[config.mk]
export PLATFORM = sky130hd
export DESIGN_NAME = trig_clk_regen
export DESIGN_NICKNAME = d
export VERILOG_FILES = /design/src/rtl/regen_pkg.sv /design/src/rtl/regen_sync.sv /design/src/rtl/regen_trig_filter.sv /design/src/rtl/regen_meter.sv /design/src/rtl/regen_phase_gen.sv /design/src/rtl/trig_clk_regen.sv
export SDC_FILE = /design/constraint.sdc
export NUM_CORES = 1
export LEC_CHECK = 0
export BUFFER_PORTS_ARGS = -buffer_cell sky130_fd_sc_hd__buf_4
export CORE_MARGIN = 2
export CORE_UTILIZATION = 39
export DETAILED_ROUTE_END_ITERATION = 6
export SETUP_SLACK_MARGIN = 0.05
export SKIP_LAST_GASP = 1
export SLEW_MARGIN = 25
export SYNTH_ARGS = -nofsm -noshare
export SYNTH_HDL_FRONTEND = slang
export SYNTH_SLANG_ARGS = --single-unit
[constraint.sdc]
create_clock -name clk -period 2.7 [get_ports clk]
set_clock_uncertainty 0.2 [all_clocks]
set_input_delay 0 -clock clk [delete_from_list [all_inputs] [get_ports clk]]
set_output_delay 0 -clock clk [all_outputs]
set_load 0.03 [all_outputs]
[src/rtl/regen_pkg.sv]
package regen_pkg;
  typedef enum logic [1:0] {
    PH_IDLE = 2'd0,
    PH_LOW  = 2'd1,
    PH_HIGH = 2'd2
  } phase_e;
endpackage

[src/rtl/regen_sync.sv]
module regen_sync #(
  parameter int WIDTH  = 2,
  parameter int STAGES = 2
) (
  input  logic             clk,
  input  logic             rst_n,
  input  logic [WIDTH-1:0] d_in,
  output logic [WIDTH-1:0] q_out
);
  logic [WIDTH-1:0] stage_q [STAGES];

  genvar gi;
  generate
    for (gi = 0; gi < STAGES; gi++) begin : g_stage
      if (gi == 0) begin : g_first
        always_ff @(posedge clk or negedge rst_n) begin
          if (!rst_n) stage_q[gi] <= '0;
          else        stage_q[gi] <= d_in;
        end
      end else begin : g_next
        always_ff @(posedge clk or negedge rst_n) begin
          if (!rst_n) stage_q[gi] <= '0;
          else        stage_q[gi] <= stage_q[gi-1];
        end
      end
    end
  endgenerate

  assign q_out = stage_q[STAGES-1];
endmodule

[src/rtl/regen_trig_filter.sv]
module regen_trig_filter #(
  parameter int FILT_N = 4
) (
  input  logic clk,
  input  logic rst_n,
  input  logic trig_s,
  output logic trig_f
);
  localparam int CW = $clog2(FILT_N + 1);

  logic          f_q, f_n;
  logic [CW-1:0] c_q, c_n;

  always_comb begin
    f_n = f_q;
    c_n = c_q;
    if (!trig_s) begin
      f_n = 1'b0;
      c_n = '0;
    end else if (!f_q) begin
      if (c_q == CW'(FILT_N - 1)) f_n = 1'b1;
      else                        c_n = c_q + 1'b1;
    end
  end

  always_ff @(posedge clk or negedge rst_n) begin
    if (!rst_n) begin
      f_q <= 1'b0;
      c_q <= '0;
    end else begin
      f_q <= f_n;
      c_q <= c_n;
    end
  end

  assign trig_f = f_q;

  // a low synchronized trigger drops the filtered trigger at once
  assert_fall_fast_R6: assert property (@(posedge clk) disable iff (!rst_n)
    !trig_s |=> !trig_f);
  // acceptance of a rise needs the synchronized input to have been high
  assert_rise_needs_high_R6: assert property (@(posedge clk) disable iff (!rst_n)
    $rose(trig_f) |-> $past(trig_s));
endmodule

[src/rtl/regen_meter.sv]
module regen_meter #(
  parameter int CNT_W = 8
) (
  input  logic             clk,
  input  logic             rst_n,
  input  logic             ref_s,
  input  logic             trig_f,
  output logic [CNT_W-1:0] lo_w,
  output logic [CNT_W-1:0] hi_w
);
  localparam logic [CNT_W-1:0] RUN_MAX = {CNT_W{1'b1}};

  logic             ref_d_q;
  logic [CNT_W-1:0] run_q, run_n;
  logic [CNT_W-1:0] lo_q, lo_n, hi_q, hi_n;
  logic             edge_seen;

  assign edge_seen = ref_s ^ ref_d_q;

  always_comb begin
    lo_n = lo_q;
    hi_n = hi_q;
    if (edge_seen)              run_n = {{(CNT_W-1){1'b0}}, 1'b1};
    else if (run_q == RUN_MAX)  run_n = run_q;
    else                        run_n = run_q + 1'b1;
    if (edge_seen && trig_f) begin
      if (ref_s) lo_n = run_q;
      else       hi_n = run_q;
    end
  end

  always_ff @(posedge clk or negedge rst_n) begin
    if (!rst_n) begin
      ref_d_q <= 1'b0;
      run_q   <= {{(CNT_W-1){1'b0}}, 1'b1};
      lo_q    <= {{(CNT_W-1){1'b0}}, 1'b1};
      hi_q    <= {{(CNT_W-1){1'b0}}, 1'b1};
    end else begin
      ref_d_q <= ref_s;
      run_q   <= run_n;
      lo_q    <= lo_n;
      hi_q    <= hi_n;
    end
  end

  assign lo_w = lo_q;
  assign hi_w = hi_q;

  // widths hold while the filtered trigger is low
  assert_frozen_low_R7: assert property (@(posedge clk) disable iff (!rst_n)
    !trig_f |=> ($stable(lo_q) && $stable(hi_q)));
  // a captured width is never zero
  assert_width_nonzero_R7: assert property (@(posedge clk) disable iff (!rst_n)
    (lo_q != '0) && (hi_q != '0));
endmodule

[src/rtl/regen_phase_gen.sv]
module regen_phase_gen
  import regen_pkg::*;
#(
  parameter int CNT_W = 8
) (
  input  logic             clk,
  input  logic             rst_n,
  input  logic             trig_f,
  input  logic [CNT_W-1:0] lo_w,
  input  logic [CNT_W-1:0] hi_w,
  output logic             aln_o,
  output logic             half_o,
  output logic             pulse_o
);
  localparam int PL_W = CNT_W + 2;

  phase_e           state_q, state_n;
  logic [CNT_W-1:0] ph_q, ph_n;
  logic             half_q, half_n;
  logic             pulse_q, pulse_n;
  logic [PL_W-1:0]  pc_q, pc_n;
  logic             trig_d_q;
  logic             fall;
  logic [PL_W-1:0]  pulse_len;

  assign fall      = trig_d_q & ~trig_f;
  assign pulse_len = (PL_W'(lo_w) + PL_W'(hi_w)) << 1;

  always_comb begin
    state_n = state_q;
    ph_n    = ph_q;
    half_n  = half_q;
    pulse_n = pulse_q;
    pc_n    = pc_q;
    if (trig_f) begin
      state_n = PH_IDLE;
      ph_n    = '0;
      half_n  = 1'b0;
      pulse_n = 1'b0;
      pc_n    = '0;
    end else if (fall) begin
      state_n = PH_LOW;
      ph_n    = {{(CNT_W-1){1'b0}}, 1'b1};
      pulse_n = 1'b1;
      pc_n    = {{(PL_W-1){1'b0}}, 1'b1};
    end else begin
      case (state_q)
        PH_LOW: begin
          if (ph_q == lo_w) begin
            state_n = PH_HIGH;
            ph_n    = {{(CNT_W-1){1'b0}}, 1'b1};
            half_n  = ~half_q;
          end else begin
            ph_n = ph_q + 1'b1;
          end
        end
        PH_HIGH: begin
          if (ph_q == hi_w) begin
            state_n = PH_LOW;
            ph_n    = {{(CNT_W-1){1'b0}}, 1'b1};
          end else begin
            ph_n = ph_q + 1'b1;
          end
        end
        default: state_n = PH_IDLE;
      endcase
      if (pulse_q) begin
        if (pc_q == pulse_len) pulse_n = 1'b0;
        else                   pc_n    = pc_q + 1'b1;
      end
    end
  end

  always_ff @(posedge clk or negedge rst_n) begin
    if (!rst_n) begin
      state_q  <= PH_IDLE;
      ph_q     <= '0;
      half_q   <= 1'b0;
      pulse_q  <= 1'b0;
      pc_q     <= '0;
      trig_d_q <= 1'b0;
    end else begin
      state_q  <= state_n;
      ph_q     <= ph_n;
      half_q   <= half_n;
      pulse_q  <= pulse_n;
      pc_q     <= pc_n;
      trig_d_q <= trig_f;
    end
  end

  assign aln_o   = (state_q == PH_HIGH);
  assign half_o  = half_q;
  assign pulse_o = pulse_q;

  // one cycle of high filtered trigger leaves every gated output idle
  assert_idle_levels_R1: assert property (@(posedge clk) disable iff (!rst_n)
    $past(trig_f) |-> (state_q == PH_IDLE && !half_q && !pulse_q));
  // an accepted fall starts in the low phase
  assert_start_low_R2: assert property (@(posedge clk) disable iff (!rst_n)
    fall |=> (state_q == PH_LOW && !aln_o));
  // the divider changes state on every aligned clock rise
  assert_div_toggle_R3: assert property (@(posedge clk) disable iff (!rst_n)
    $rose(aln_o) |-> (half_q != $past(half_q)));
  // the pulse counter never runs past its length
  assert_pulse_bound_R4: assert property (@(posedge clk) disable iff (!rst_n)
    pulse_q |-> (pc_q != '0 && pc_q <= pulse_len));
endmodule

[src/rtl/trig_clk_regen.sv]
module trig_clk_regen #(
  parameter int CNT_W  = 8,
  parameter int FILT_N = 4
) (
  input  logic clk,
  input  logic rst_n,
  input  logic ref_in,
  input  logic trig_in,
  output logic aln_clk,
  output logic aln_clk_n,
  output logic half_clk,
  output logic half_clk_n,
  output logic pulse_out,
  output logic cont_clk
);
  localparam int SYNC_STAGES = 2;

  logic [1:0]       rs_q;
  logic             rst_int_n;
  logic [1:0]       sync_q;
  logic             ref_s, trig_s, trig_f;
  logic [CNT_W-1:0] lo_w, hi_w;
  logic             aln, half, pulse;

  always_ff @(posedge clk or negedge rst_n) begin
    if (!rst_n) rs_q <= 2'b00;
    else        rs_q <= {rs_q[0], 1'b1};
  end
  assign rst_int_n = rs_q[1];

  regen_sync #(.WIDTH(2), .STAGES(SYNC_STAGES)) u_sync (
    .clk   (clk),
    .rst_n (rst_int_n),
    .d_in  ({trig_in, ref_in}),
    .q_out (sync_q)
  );
  assign ref_s  = sync_q[0];
  assign trig_s = sync_q[1];

  regen_trig_filter #(.FILT_N(FILT_N)) u_filt (
    .clk    (clk),
    .rst_n  (rst_int_n),
    .trig_s (trig_s),
    .trig_f (trig_f)
  );

  regen_meter #(.CNT_W(CNT_W)) u_meter (
    .clk    (clk),
    .rst_n  (rst_int_n),
    .ref_s  (ref_s),
    .trig_f (trig_f),
    .lo_w   (lo_w),
    .hi_w   (hi_w)
  );

  regen_phase_gen #(.CNT_W(CNT_W)) u_phase (
    .clk     (clk),
    .rst_n   (rst_int_n),
    .trig_f  (trig_f),
    .lo_w    (lo_w),
    .hi_w    (hi_w),
    .aln_o   (aln),
    .half_o  (half),
    .pulse_o (pulse)
  );

  assign aln_clk    = aln;
  assign aln_clk_n  = ~aln;
  assign half_clk   = half;
  assign half_clk_n = ~half;
  assign pulse_out  = pulse;
  assign cont_clk   = trig_f ? ref_s : aln;
endmodule

* After elaboration in Yosys (flattened, before gate mapping)
Cells that the tools add are included.
Storage, ports and cells: register bits 58, bits in latches 0, RAM bits 0, bits in read-only memories 0, output and inout bits 6, logic and storage cells 82, memories kept 0
Operators by class: $add $sub $neg 5, multiply operators 0, div/mod/pow operators 0, $lt $le $gt $ge 0, equality and inequality tests 14, shift operators 0, mux-type cells 31, bitwise gates (word level) 6, reductions and logical operators 11
Operators by type and width (number):
- $mux 8 | 6
- $mux 10 | 4
- $add 8x1->8 const B | 2
- $eq 8x8->1 | 2
- $pmux 8 s2 | 1
- $mux 1 | 12
- $add 10x1->10 const B | 1
- $eq 10x10->1 | 1
- $reduce_and 2->1 | 5
- $add 8x8->9 | 1
- $mux 3 | 3
- $eq 8x8->1 const B | 1
- $mux 2 | 4
- $ne 2x2->1 const B | 3
- $ne 4x1->1 const B | 1
- $ne 4x2->1 const B | 1
- $not 1->1 | 4
- $pmux 2 s2 | 1
- $reduce_bool 2->1 | 2
- $reduce_bool 4->1 | 1
- $add 3x1->3 const B | 1
- $eq 3x2->1 const B | 1
- $ne 3x2->1 const B | 1
- $reduce_and 3->1 | 1
- other kinds (7) | 7

* Logic depth before layout (Yosys ltp)
depth in word-level cells 6, mapped depth 12, gate-level depth less buffers 10

* Modules after synthesis
Synthesis repeated with hierarchy kept, for this count alone.
Second synthesis, totals: cell total of the unflattened synthesis 313, area total of the unflattened synthesis 3251.9 sq um
By module, submodules not included:
- regen_phase_gen | instances 1, cells an instance 199, area each 1762.9 sq um
- regen_meter | instances 1, cells an instance 85, area each 1104.8 sq um
- regen_trig_filter | instances 1, cells an instance 17, area each 192.7 sq um
- regen_sync | instances 1, cells an instance 6, area each 115.1 sq um
- trig_clk_regen | instances 1, cells an instance 6, area each 76.3 sq um

* Least setup slack after synthesis
No wires, ideal clock.
path kind register -> register, start point register u_meter.lo_q[0], in the netlist u_meter.lo_w[0], end point register u_phase.pc_q[0], arrival time 2556 ps, required time 2366 ps, path slack -190 ps, stages on the path, launching flop included 13, path buffers 2, period minus slack after synthesis 2890 ps, cells stage by stage dfstp_2 -> ha_1 -> inv_1 -> fa_1 -> nor2b_1 -> o211a_1 -> o21a_1 -> o311ai_0 -> o41a_1 -> buf_6 -> buf_8 -> xnor2_1 -> a21oi_1
On the way: longest elaborated chain between the ends 4
Ends and longest elaborated chain:
- start: declaration | RTL line regen_meter.sv:15 | logic [CNT_W-1:0] lo_q, lo_n, hi_q, hi_n;
- start signal: assignment | RTL line regen_meter.sv:36 | lo_q <= {{(CNT_W-1){1'b0}}, 1'b1};
- start signal: assignment | RTL line regen_meter.sv:41 | lo_q <= lo_n;
- $add 8x8->9 | RTL line regen_phase_gen.sv:27 | assign pulse_len = (PL_W'(lo_w) + PL_W'(hi_w)) << 1;
- $eq 10x10->1 | RTL line regen_phase_gen.sv:68 | if (pc_q == pulse_len) pulse_n = 1'b0;
- $ne 3x2->1 (no line)
- $reduce_and 2->1 (no line)
- end signal: assignment | RTL line regen_phase_gen.sv:87 | pc_q <= pc_n;
- end: declaration | RTL line regen_phase_gen.sv:21 | logic [PL_W-1:0] pc_q, pc_n;
Every way passes these cells. A chain may end at the register's enable or synchronous reset.

* Worst setup path after layout
start point register u_meter.lo_q[0], in the netlist u_meter.lo_w[0], end point register u_phase.pc_q[5]
The elaborated chain is that of the path after synthesis.

==> run_results.csv <==
group,metric,value,unit
worst_setup_path,cells_along_the_critical_path,"ha_4 > inv_2 > fa_2 > nor2b_2 > o211a_1 > o21ai_2 > xnor2_1 > o41a_1 > buf_12 > nand4_1 > mux2i_1",
synth,synthCells,306,
final_layout,layout.area.seq,1460,um2
worst_setup_path,regToRegSetupSlack,-0.06,ns
power_and_ir_drop,worst_ir_drop_vdd,0.423,mV
synth,postSynthNetCount,324,
clocking,cts_clock_pin_slew_for_the_worst_setup_and_hold_paths,0.07,ns
final_layout,design.final.nets,355,
clocking,cts_buffers,9,
worst_setup_path,crit_path_start,"u_meter.lo_w[0]",
synth,synth-simple-area-share,16.1,%
hold_path,hold_path.class,"in -> reg",
timing,post_layout_worst_setup_margin,-0.0558,ns
clocking,clock-sinks,58,
placed_design,buffer_ports.inserted,9,
detailed_routing,remaining_drc_errors,0,
worst_setup_path,critical-path-max-stage-delay,0.55,ns
worst_setup_path,critical_path_required,2.77,ns
floorplan,die_width,93.6,um
floorplan,floorplan.core_area,7770,um2
detailed_routing,detailedRoute.firstPassIterationCount,4,
final_layout,num-fill-cells,738,
synth,synth_top_flop_cell,"dfrtp_1",
final_layout,layout.cell_area.non_filler,3710,um2
synth,synth_enable_flop_cells,0,
global_routing,global_route.overflow_total,0,
final_layout,n_antenna_cell,0,
global_routing,grt_pass1_vias,2301,
worst_setup_path,end_kind,"flip-flop",
final_layout,syn2layout_area_growth,18.4,%
synth,synth-async-reset-ratio,100,%
run_status,status,"complete, but fails checks",
timing,hold_viol,0,
timing,timing_worst_slew_pin_value,0.637,ns
timing,max_clock_freq,363,MHz
power_and_ir_drop,power.net_switching,1070,uW
global_routing,number_of_antenna_violations_at_the_first_check_in_global_routing,0,
floorplan,die_h,93.6,um
final_layout,final_util,47.8,%
global_routing,grt_first_pass_wirelength,11.0,mm
clocking,clk_latency,0.34,ns
detailed_routing,route.detailed.vias_per_inst,5.11,
clocking,cts-root-buf,"clkbuf_8",
timing,finalMaxSlewViolations,0,
worst_setup_path,regToRegStartpoint,"u_meter.lo_w[0]",
synth,yosys.area_share.adder,5.83,%
floorplan,number_of_primary_i_o_pins,10,
synth,synth_area,3130,um2
synth,syn_avg_cell_area,10.2,um2
placed_design,post-dp-hpwl,4.45,mm
detailed_routing,routed_wirelength,6.25,mm
power_and_ir_drop,static-leakage-power,0.00182,uW
worst_setup_path,critical_path.startpoint_type,"flip-flop",
power_and_ir_drop,power.sequential.fraction,38.6,%
global_routing,largest_net_degree_at_the_start_of_global_routing,52,
detailed_routing,route.vias.total,2271,
detailed_routing,antenna_left,0,
power_and_ir_drop,powerDensity,836,nW/um2
floorplan,fp.dieArea,8770,um2
worst_setup_path,cp_top_family,"compound AO/OA/AOI/OAI gates",
timing,final_period_minus_worst_setup_slack,2.76,ns
synth,compound_cell_area_share_of_the_yosys_netlist,11.1,%
worst_setup_path,critPathBufInv,2,
placed_design,post_dp_cell_area,3430,um2
synth,yosys_warnings,0,
clocking,htree_levels,3,
power_and_ir_drop,share_comb_of_total_power,33.4,%
final_layout,multiInputGateArea,1620,um2
worst_setup_path,setup.worst_path.class,"reg -> reg",
placed_design,finalWeightedCongestion,0.818,
clocking,clockBufferDepth,2,
final_layout,most_common_cell_after_layout_fill_and_taps_aside,"dfrtp_1",
detailed_routing,wl_per_cell,14.1,um
timing,final_critical_path_share_of_the_clock_period,102,%
power_and_ir_drop,internal_power,2040,uW
power_and_ir_drop,netSwitchingFraction,34.3,%
hold_path,timing.hold.worst.start,"ref_in",
synth,netlist-cell-type-count,48,
global_routing,groute.usage.overall,16.5,%
timing,relSlewSlack,57.6,%
worst_setup_path,cp_max_fo,17,
final_layout,final_layout_size_suffix_gt1_share,20.8,%
synth,combinational_family_with_the_most_area_after_synthesis,"simple AND/OR/NAND/NOR gates",
clocking,tritoncts,"done",
synth,synth_sequential_area_ratio,46.4,%
power_and_ir_drop,p_clk_share,28.0,%
floorplan,placementRows,32,
worst_setup_path,critical_path_arrival,2.82,ns
floorplan,initial_utilization,40.4,%
synth,synth.ff_latch_count,58,
timing,unrepaired_setup_endpoints_after_global_routing,"true",
worst_setup_path,crit_path_top_delay_cell,"dfstp_2",
run_status,violations,"setup timing",
timing,finalSetupViolations,8,
timing,final.hold.worst_slack,0.112,ns
timing,totalNegativeSetupSlack,-0.238,ns
final_layout,mostFrequentLayoutCells,"dfrtp_1, nor2_1, nand2_1, buf_4",
flow_run,timing.max_cap.violations,0,
synth,mux_cell_area_share_after_synthesis,6.63,%
detailed_routing,detail_route.iter0.violations,61,
synth,parity_gate_share_of_the_synthesized_area_counting_xor_and_xnor_cells,10.9,%
-- sequential cells by signal, indices dropped and copies added, names as in the netlist, 2 cells and up --
register	cells
u_phase.pc_q	10
u_meter.run_q	8
u_meter.lo_w	8
u_sync.q_out	2
u_phase.state_q	2
u_filt.c_q	3
rs_q	2
u_sync.stage_q	2
u_meter.hi_w	8
u_phase.ph_q	8
-- kinds of logic (layout without fill, tap and decap cells) --
group                      after synthesis  count (layout)
and+or+nand+nor                        103             103
buffers and inverters                   19              55
AOI/OAI and AO/OA                       53              53
DFF                                     58              58
xor gates and xnor gates                39              39
muxes                                   19              19
adders and majority gates               14              14
other                                    1               1
-- Yosys cell counts, types with 4 or more instances --
cell type,number,area share (%)
a21oi_1,18,2.9
and3_1,5,1.0
clkbuf_1,5,0.60
dfrtp_1,55,44
ha_1,13,5.2
inv_1,9,1.1
mux2_2,14,5.0
mux2i_1,5,1.6
nand2_1,24,2.9
nand3_1,6,0.96
nand3b_1,4,0.96
nand4_1,9,1.8
nor2_1,33,4.0
o21ai_0,11,1.8
xnor2_1,20,5.6
xor2_1,19,5.3
-- through the flow --
stage          std cells  setup WS [ns]  power (uW)
3_3_place_gp         423        -0.0604        2210
3_5_place_dp         423         -0.131        2230
4_1_cts              444        -0.0745        3130
5_1_grt              444         -0.169        3310
2_1_floorplan        306        -0.0264        1940
6_report             444        -0.0558        3100
-- routing by layer --
metal  vias to the layer above  wire [um]  global-route usage (%)
met5                         -          0                       0
met2                        26       2840                    26.0
met1                      1095       3080                    21.4
met3                        14        159                    3.38
met4                         0        159                    8.33
li1                       1136          -                       -
-- path summary, 6_finish.rpt --
| check | to | depth (start not counted) |
|---|---|---|
| max | u_phase.pc_q[5] | 11 |
| min | u_sync.stage_q[2] | 2 |
| max reg2reg | u_phase.pc_q[5] | 11 |
| min reg2reg | u_sync.q_out[0] | 0 |
| max in group asynchronous | u_filt.c_q[1] | 1 |
| min in group asynchronous | u_filt.trig_f | 1 |
-- power by group through the flow --
| stage | Clock (uW) | Sequential (uW) | Combinational (uW) |
|---|---|---|---|
| 3_3_place_gp | 0 | 1210 | 1010 |
| 5_1_grt | 921 | 1230 | 1160 |
| 3_5_place_dp | 0 | 1210 | 1010 |
| 2_1_floorplan | 0 | 1190 | 751 |
| 4_1_cts | 888 | 1200 | 1040 |
| 6_report | 868 | 1200 | 1040 |
-- timing repair --
item,4_1_cts,5_1_grt
hold endpoints to repair,9,0
hold buffers,5,0
pin swaps,1,0
gates cloned,0,0
resized for setup,1,2
setup buffers,0,0
endpoints found under the setup margin,11,11
-- cell type report --
class,count,area share [%]
Timing Repair Buffer,30,6.74
Inverter,9,0.910
Multi-Input combinational cell,229,43.6
Tap cell,102,3.44
Clock inverter,3,1.21
Sequential cell,58,39.2
Clock buffer,13,4.82
No activity file was read; power rests on OpenSTA's default activity.
